[config.mk]
export PLATFORM = sky130hd
export DESIGN_NAME = flash_wstat_gen
export DESIGN_NICKNAME = d
export VERILOG_FILES = /design/src/rtl/wstat_pkg.sv /design/src/rtl/wstat_capture.sv /design/src/rtl/wstat_toggle.sv /design/src/rtl/wstat_merge.sv /design/src/rtl/flash_wstat_gen.sv
export SDC_FILE = /design/constraint.sdc
export NUM_CORES = 1
export LEC_CHECK = 0
export BUFFER_PORTS_ARGS = -buffer_cell sky130_fd_sc_hd__buf_2
export CAP_MARGIN = 15
export CORE_AREA = 5 5 42 44
export CTS_CLUSTER_SIZE = 40
export DETAILED_ROUTE_END_ITERATION = 10
export DIE_AREA = 0 0 47 49
export GPL_TIMING_DRIVEN = 0
export SLEW_MARGIN = 30
export SYNTH_ARGS = -nofsm -noshare
export SYNTH_HDL_FRONTEND = slang
export SYNTH_SLANG_ARGS = --single-unit
[constraint.sdc]
create_clock -name clk -period 1 [get_ports clk]
set_input_delay 0.15 -clock clk [delete_from_list [all_inputs] [get_ports clk]]
set_output_delay 0.15 -clock clk [all_outputs]
set_load 0.02 [all_outputs]
[src/rtl/wstat_pkg.sv]
package wstat_pkg;
  typedef enum logic {OP_PROG = 1'b0, OP_ERASE = 1'b1} op_kind_e;

  function automatic logic poll_value(input op_kind_e kind, input logic msb);
    return (kind == OP_ERASE) ? 1'b0 : ~msb;
  endfunction

  function automatic logic flip_next(input logic busy, input logic strobe,
                                     input logic cur);
    if (!busy) return 1'b0;
    return strobe ? ~cur : cur;
  endfunction
endpackage

[src/rtl/wstat_capture.sv]
module wstat_capture
  import wstat_pkg::*;
(
  input  logic     clk,
  input  logic     rst_n,
  input  logic     busy_i,
  input  logic     op_erase_i,
  input  logic     prog_msb_i,
  output logic     op_start_o,
  output op_kind_e kind_eff_o,
  output logic     msb_eff_o
);
  logic     busy_q;
  op_kind_e kind_q;
  logic     msb_q;

  assign op_start_o = busy_i & ~busy_q;

  always_ff @(posedge clk) begin
    if (!rst_n) begin
      busy_q <= 1'b0;
      kind_q <= OP_PROG;
      msb_q  <= 1'b0;
    end else begin
      busy_q <= busy_i;
      if (op_start_o) begin
        kind_q <= op_kind_e'(op_erase_i);
        msb_q  <= prog_msb_i;
      end
    end
  end

  assign kind_eff_o = op_start_o ? op_kind_e'(op_erase_i) : kind_q;
  assign msb_eff_o  = op_start_o ? prog_msb_i : msb_q;
endmodule

[src/rtl/wstat_toggle.sv]
module wstat_toggle
  import wstat_pkg::*;
(
  input  logic clk,
  input  logic rst_n,
  input  logic busy_i,
  input  logic rd_stb_i,
  output logic flip_o
);
  logic flip_q;

  always_ff @(posedge clk) begin
    if (!rst_n) flip_q <= 1'b0;
    else        flip_q <= flip_next(busy_i, rd_stb_i, flip_q);
  end

  assign flip_o = flip_q;
endmodule

[src/rtl/wstat_merge.sv]
module wstat_merge #(
  parameter int DW       = 16,
  parameter int POLL_BIT = 7,
  parameter int FLIP_BIT = 6
) (
  input  logic          busy_i,
  input  logic          poll_i,
  input  logic          flip_i,
  input  logic [DW-1:0] arr_data_i,
  output logic [DW-1:0] rd_data_o
);
  for (genvar i = 0; i < DW; i++) begin : g_bit
    if (i == POLL_BIT) begin : g_poll
      assign rd_data_o[i] = busy_i ? poll_i : arr_data_i[i];
    end else if (i == FLIP_BIT) begin : g_flip
      assign rd_data_o[i] = busy_i ? flip_i : arr_data_i[i];
    end else begin : g_pass
      assign rd_data_o[i] = arr_data_i[i];
    end
  end
endmodule

[src/rtl/flash_wstat_gen.sv]
module flash_wstat_gen
  import wstat_pkg::*;
#(
  parameter int DW       = 16,
  parameter int POLL_BIT = 7,
  parameter int FLIP_BIT = 6
) (
  input  logic          clk,
  input  logic          rst_n,
  input  logic          busy_i,
  input  logic          op_erase_i,
  input  logic          prog_msb_i,
  input  logic          rd_stb_i,
  input  logic [DW-1:0] arr_data_i,
  output logic [DW-1:0] rd_data_o
);
  localparam int HI_BIT = (POLL_BIT > FLIP_BIT) ? POLL_BIT : FLIP_BIT;

  if (HI_BIT >= DW || POLL_BIT == FLIP_BIT) begin : g_bad_cfg
    initial $error("flash_wstat_gen: status bit positions invalid for DW");
  end

  logic     op_start;
  op_kind_e kind_eff;
  logic     msb_eff;
  logic     flip_bit;
  logic     poll_bit;

  wstat_capture u_cap (
    .clk        (clk),
    .rst_n      (rst_n),
    .busy_i     (busy_i),
    .op_erase_i (op_erase_i),
    .prog_msb_i (prog_msb_i),
    .op_start_o (op_start),
    .kind_eff_o (kind_eff),
    .msb_eff_o  (msb_eff)
  );

  wstat_toggle u_tog (
    .clk      (clk),
    .rst_n    (rst_n),
    .busy_i   (busy_i),
    .rd_stb_i (rd_stb_i),
    .flip_o   (flip_bit)
  );

  assign poll_bit = poll_value(kind_eff, msb_eff);

  wstat_merge #(.DW(DW), .POLL_BIT(POLL_BIT), .FLIP_BIT(FLIP_BIT)) u_mrg (
    .busy_i     (busy_i),
    .poll_i     (poll_bit),
    .flip_i     (flip_bit),
    .arr_data_i (arr_data_i),
    .rd_data_o  (rd_data_o)
  );
endmodule

Word level (Yosys, flattened, before mapping)

Cells that the tools add are included.

Bits in registers: 4
Output and inout port bits: 16
Word-level logic and storage cells: 19

Mux-type cells: 10
Bitwise operators: 4
Reductions and logical operators: 1

Operators by type and width:

| operator           | number |
|---|---|
| two-way mux 1 bit  | 10 |
| inverter 1 bit     | 3 |
| nonzero test 2 bit | 1 |
| bitwise AND 1 bit  | 1 |

Logic depth before layout (Yosys ltp)

Depth after elaboration: 6
Gate-level depth with buffers: 3
Gate-level depth less buffers: 3

Modules after synthesis

From an unflattened synthesis, not the netlist that was laid out.

Cells, all modules: 34
Area total of the unflattened synthesis: 324.1 µm²

By module, submodules not included:

| module          | sequential area each (µm²) | cells an instance | instances | area an instance (µm²) |
|---|---|---|---|---|
| wstat_capture   | 60.1                       | 14                | 1         | 157.7 |
| wstat_merge     | 0.0                        | 16                | 1         | 127.6 |
| wstat_toggle    | 20.0                       | 3                 | 1         | 35.0 |
| flash_wstat_gen | 0.0                        | 1                 | 1         | 3.8 |

Worst setup path after synthesis

Ideal clock, no wire load.

Kind: register to output
From: register u_cap.busy_q
To: output rd_data_o[7]
Stages on the path, launching flop included: 4
Slack: -0.036 ns
Data arrival time: 0.886 ns
Required time: 0.850 ns
Path through: dfxtp_1 nor3_1 a21oi_1 a21oi_1

Word-level cells in the longest chain between the ends: 6

Ends and longest elaborated chain:

| what                     | RTL line              | text |
|---|---|---|
| start: declaration       | wstat_capture.sv:13   | `logic busy_q;` |
| start signal: assignment | wstat_capture.sv:25   | `busy_q <= busy_i;` |
| inverter 1 bit (*)       | wstat_capture.sv:17   | `assign op_start_o = busy_i & ~busy_q;` |
| bitwise AND 1 bit (*)    | wstat_capture.sv:17   |  |
| two-way mux 1 bit        | wstat_capture.sv:34   | `assign msb_eff_o = op_start_o ? prog_msb_i : msb_q;` |
| inverter 1 bit           | wstat_pkg.sv:5        | `return (kind == OP_ERASE) ? 1'b0 : ~msb;` |
| two-way mux 1 bit (*)    | wstat_pkg.sv:5        |  |
| two-way mux 1 bit (*)    | wstat_merge.sv:14     | `assign rd_data_o[i] = busy_i ? poll_i : arr_data_i[i];` |
| end: declaration         | flash_wstat_gen.sv:15 | `output logic [DW-1:0] rd_data_o` |

Every way passes the cells marked *; elsewhere a longest branch is shown, timed or not.

Worst setup path after layout

Same ends and word-level chain as after synthesis.

==> flow_results.xml <==
<?xml version="1.0" encoding="UTF-8"?>
<metrics>
  <group name="die">
    <metric name="top_level_ports" unit="">38</metric>
    <metric name="die_width" unit="um">47</metric>
    <metric name="floorplan.initialDensity" unit="">0.201</metric>
    <metric name="die_height" unit="um">49</metric>
    <metric name="placementRows" unit="">14</metric>
    <metric name="die_area" unit="um^2">2300</metric>
    <metric name="core_area" unit="um^2">1400</metric>
  </group>
  <group name="status">
    <metric name="run_status" unit="">finished with violations</metric>
    <metric name="failed_checks" unit="">negative setup slack</metric>
  </group>
  <group name="synth">
    <metric name="synth_fa_ha_area_frac" unit="">0</metric>
    <metric name="synth_seq_cells" unit="">4</metric>
    <metric name="synth_top_family_by_area" unit="">buffers and inverters</metric>
    <metric name="synthXorXnorAreaFrac" unit="">0.0311</metric>
    <metric name="yosys_warnings" unit="">0</metric>
    <metric name="synth_nets" unit="">54</metric>
    <metric name="synth_cell_type_count" unit="">11</metric>
    <metric name="synth_simple_gate_area_frac" unit="">0.164</metric>
    <metric name="synth_sequential_area_ratio" unit="">0.284</metric>
    <metric name="syn-cell-area" unit="um^2">282</metric>
    <metric name="yosys-mux-area-fraction" unit="">0.111</metric>
    <metric name="syn_avg_cell_area" unit="um^2">8.80</metric>
    <metric name="synthCells" unit="">32</metric>
    <metric name="synth-compound-area-share" unit="">0.0356</metric>
  </group>
  <group name="final_layout">
    <metric name="drive_gt1_frac" unit="">0.847</metric>
    <metric name="finalNonFillerCells" unit="">75</metric>
    <metric name="layout.filler_cells" unit="">158</metric>
    <metric name="nets" unit="">83</metric>
    <metric name="antenna_cells" unit="">0</metric>
    <metric name="area.growth.synth_to_final" unit="%">71.1</metric>
    <metric name="fin_util" unit="">0.344</metric>
  </group>
  <group name="detailed_routing">
    <metric name="drt-initial-drc-count" unit="">0</metric>
    <metric name="detail_route.drc_violations" unit="">0</metric>
    <metric name="totalWireLength" unit="um">707</metric>
    <metric name="drt-pass1-iter-count" unit="">1</metric>
    <metric name="wl_per_cell" unit="um">9.43</metric>
    <metric name="final_antenna_net_count" unit="">0</metric>
    <metric name="total_number_of_vias" unit="">285</metric>
    <metric name="viasPerCell" unit="">3.80</metric>
  </group>
  <group name="cts">
    <metric name="tritoncts_sinks" unit="">4</metric>
    <metric name="cts_stage_hold_buffer_count" unit="">0</metric>
    <metric name="cts_made_buffers" unit="">3</metric>
    <metric name="clock_pin_slew_worst_setup_and_hold_paths" unit="ns">0.04</metric>
    <metric name="clk-insertion-delay-late" unit="ns">0.23</metric>
    <metric name="cts_max_path_buffers" unit="">2</metric>
    <metric name="tritoncts" unit="">yes</metric>
    <metric name="cts.root.buffer_cell" unit="">clkbuf_4</metric>
    <metric name="cts.htree.levels" unit="">1</metric>
  </group>
  <group name="setup_path">
    <metric name="setup.worst_path.end_class" unit="">output pin</metric>
    <metric name="r2r-start" unit="">u_cap.busy_q</metric>
    <metric name="timing_worst_setup_path_type" unit="">reg2out</metric>
    <metric name="worstReg2RegEnd" unit="">u_cap.kind_q</metric>
    <metric name="worst-endpoint-required" unit="ns">0.85</metric>
    <metric name="cp-endpoint" unit="">rd_data_o[7]</metric>
    <metric name="critical_path_arrival" unit="ns">0.98</metric>
    <metric name="reg2reg_setup_slack" unit="ns">0.16</metric>
    <metric name="category_of_the_worst_setup_path_launch_point" unit="">flop</metric>
    <metric name="path_max_fanout" unit="">3</metric>
    <metric name="r2r_cells" unit="">3</metric>
    <metric name="worst_setup_path_startpoint" unit="">u_cap.busy_q</metric>
  </group>
  <group name="pwr">
    <metric name="power.leakage" unit="nW">0.264</metric>
    <metric name="power_frac_comb" unit="">0.341</metric>
    <metric name="power.density_cell_area" unit="nW/um^2">1170</metric>
    <metric name="total_power" unit="mW">0.566</metric>
    <metric name="vdd_ir_drop_max" unit="mV">0.415</metric>
    <metric name="sequential_cell_fraction_of_total_power" unit="">0.314</metric>
    <metric name="power_frac_clock" unit="">0.345</metric>
    <metric name="internal_dissipation" unit="mW">0.408</metric>
    <metric name="switching_share" unit="">0.279</metric>
    <metric name="net-switching-power" unit="mW">0.158</metric>
  </group>
  <group name="place">
    <metric name="globalplace.congestion" unit="">0.627</metric>
    <metric name="post-dp-hpwl" unit="um">607</metric>
    <metric name="count_of_buffers_inserted_at_the_top_level_ports" unit="">23</metric>
    <metric name="worst_setup_timing_slack_at_the_placement_stage" unit="ns">0.00238</metric>
    <metric name="dpl.cell_count" unit="">71</metric>
  </group>
  <group name="sta">
    <metric name="setup_viol" unit="">2</metric>
    <metric name="final_hold_viol_count" unit="">0</metric>
    <metric name="final_worst_hold_slack" unit="ns">0.159</metric>
    <metric name="worst_slew_margin_relative_to_its_limit" unit="">0.914</metric>
    <metric name="final_critical_path_required_period" unit="ns">1.13</metric>
    <metric name="clock_skew" unit="ns">0.00205</metric>
    <metric name="grt_setup_unrepaired" unit="">true</metric>
    <metric name="slew_viol_final" unit="">0</metric>
    <metric name="final_min_period_over_clock_period" unit="">1.13</metric>
    <metric name="achievable-frequency" unit="MHz">885</metric>
    <metric name="worst_pin_slew" unit="ns">0.125</metric>
    <metric name="worst_slack" unit="ns">-0.130</metric>
  </group>
  <group name="global_routing">
    <metric name="global_route_wire_length_before_repair" unit="um">1040</metric>
    <metric name="grt_remaining_overflow" unit="">0</metric>
    <metric name="grt_pass1_vias" unit="">296</metric>
    <metric name="maximum_number_of_pins_on_one_net_before_global_route_repair" unit="">6</metric>
    <metric name="initial_antenna_violation_count" unit="">0</metric>
    <metric name="grtUsageTotal" unit="">0.0619</metric>
  </group>
  <group name="run">
    <metric name="drv.max_cap_violation_count" unit="">0</metric>
  </group>
  <group name="worst_hold_path">
    <metric name="timing.hold.worst.class" unit="">in2reg</metric>
  </group>
</metrics>
==> kinds of logic (layout without fill, tap and decap cells) <==
logic type,after synthesis,in the layout
buffers and inverters,14,41
and+or+nand+nor,8,8
DFF,4,4
muxes,3,3
AOI/OAI and AO/OA,2,2
xor gates and xnor gates,1,1
==> cells in the final DEF (no fill, tap or decap), drive strengths merged <==
| cell | n |
|---|---|
| xor2 | 1 |
| dfxtp | 4 |
| buf | 38 |
| mux2 | 1 |
| nor2b | 2 |
| a21oi | 2 |
| and2 | 2 |
| clkbuf | 3 |
| nor2 | 2 |
| mux2i | 2 |
| nor3 | 1 |
| nand2b | 1 |
==> per-layer routing <==
layer,global-route usage,routed length [um]
met5,0,0
met3,0.00738,146
met1,0.0658,231
met4,0.0691,17
met2,0.0928,313
==> cell usage after synthesis, drive strengths merged <==
library cell,instances,area [um^2]
dfxtp,4,80.1
and2,2,12.5
buf,14,105
nor2b,2,12.5
nand2b,1,8.76
nor3,1,5.00
mux2i,2,20.0
xor2,1,8.76
a21oi,2,10.0
nor2,2,7.51
mux2,1,11.3
==> stage by stage <==
stage,area (um^2),setup TNS (ns)
floorplan,285,0
global placement,420,0
detailed placement,420,0
CTS,464,-0.217
global route,482,-0.289
finish,482,-0.212
==> critical path, cell delays in order (launching register included) <==
cell     delay [ns]
dfxtp_2        0.32
nor3_2         0.12
a21oi_2        0.05
a21oi_2        0.12
buf_6          0.13
==> what timing repair did <==
action | in CTS | in global routing
setup buffers | 0 | 1
pin swaps | 3 | 0
gates resized for setup | 8 | 3
endpoints found under the setup margin | 2 | 2
==> layout make-up <==
cell class | instances | area [um^2] | area share
plain buffers | 14 | 105 | 0.218
clock buffers | 3 | 22.5 | 0.0468
well taps | 16 | 20.0 | 0.0416
multi-input cells | 14 | 115 | 0.239
flip-flops and latches | 4 | 83.8 | 0.174
repair buffers | 24 | 135 | 0.281
==> power groups by stage <==
stage / clock network, mW / logic (mW) / registers [mW]
2_1_floorplan: 0 / 0.122 / 0.176
3_3_place_gp: 0 / 0.172 / 0.177
3_5_place_dp: 0 / 0.175 / 0.177
4_1_cts: 0.204 / 0.186 / 0.176
5_1_grt: 0.228 / 0.208 / 0.178
6_report: 0.195 / 0.193 / 0.177
==> registers in the layout, summed over array words and instances, names as in the netlist <==
| signal | flops |
|---|---|
| u_cap.msb_q | 1 |
| u_cap.kind_q | 1 |
| u_tog.flip_o | 1 |
| u_cap.busy_q | 1 |
==> worst min path at each step <==
stage	startpoint	end	slack [ns]	depth (start not counted)
3_3_place_gp	rst_n	u_cap.msb_q	0.38	2
4_1_cts	rst_n	u_cap.kind_q	0.16	2
3_5_place_dp	rst_n	u_cap.kind_q	0.40	2
5_1_grt	rst_n	u_cap.busy_q	0.18	2
6_report	rst_n	u_cap.msb_q	0.16	2
2_1_floorplan	rst_n	u_cap.kind_q	0.28	1
Power figures use the tool's default switching activity.
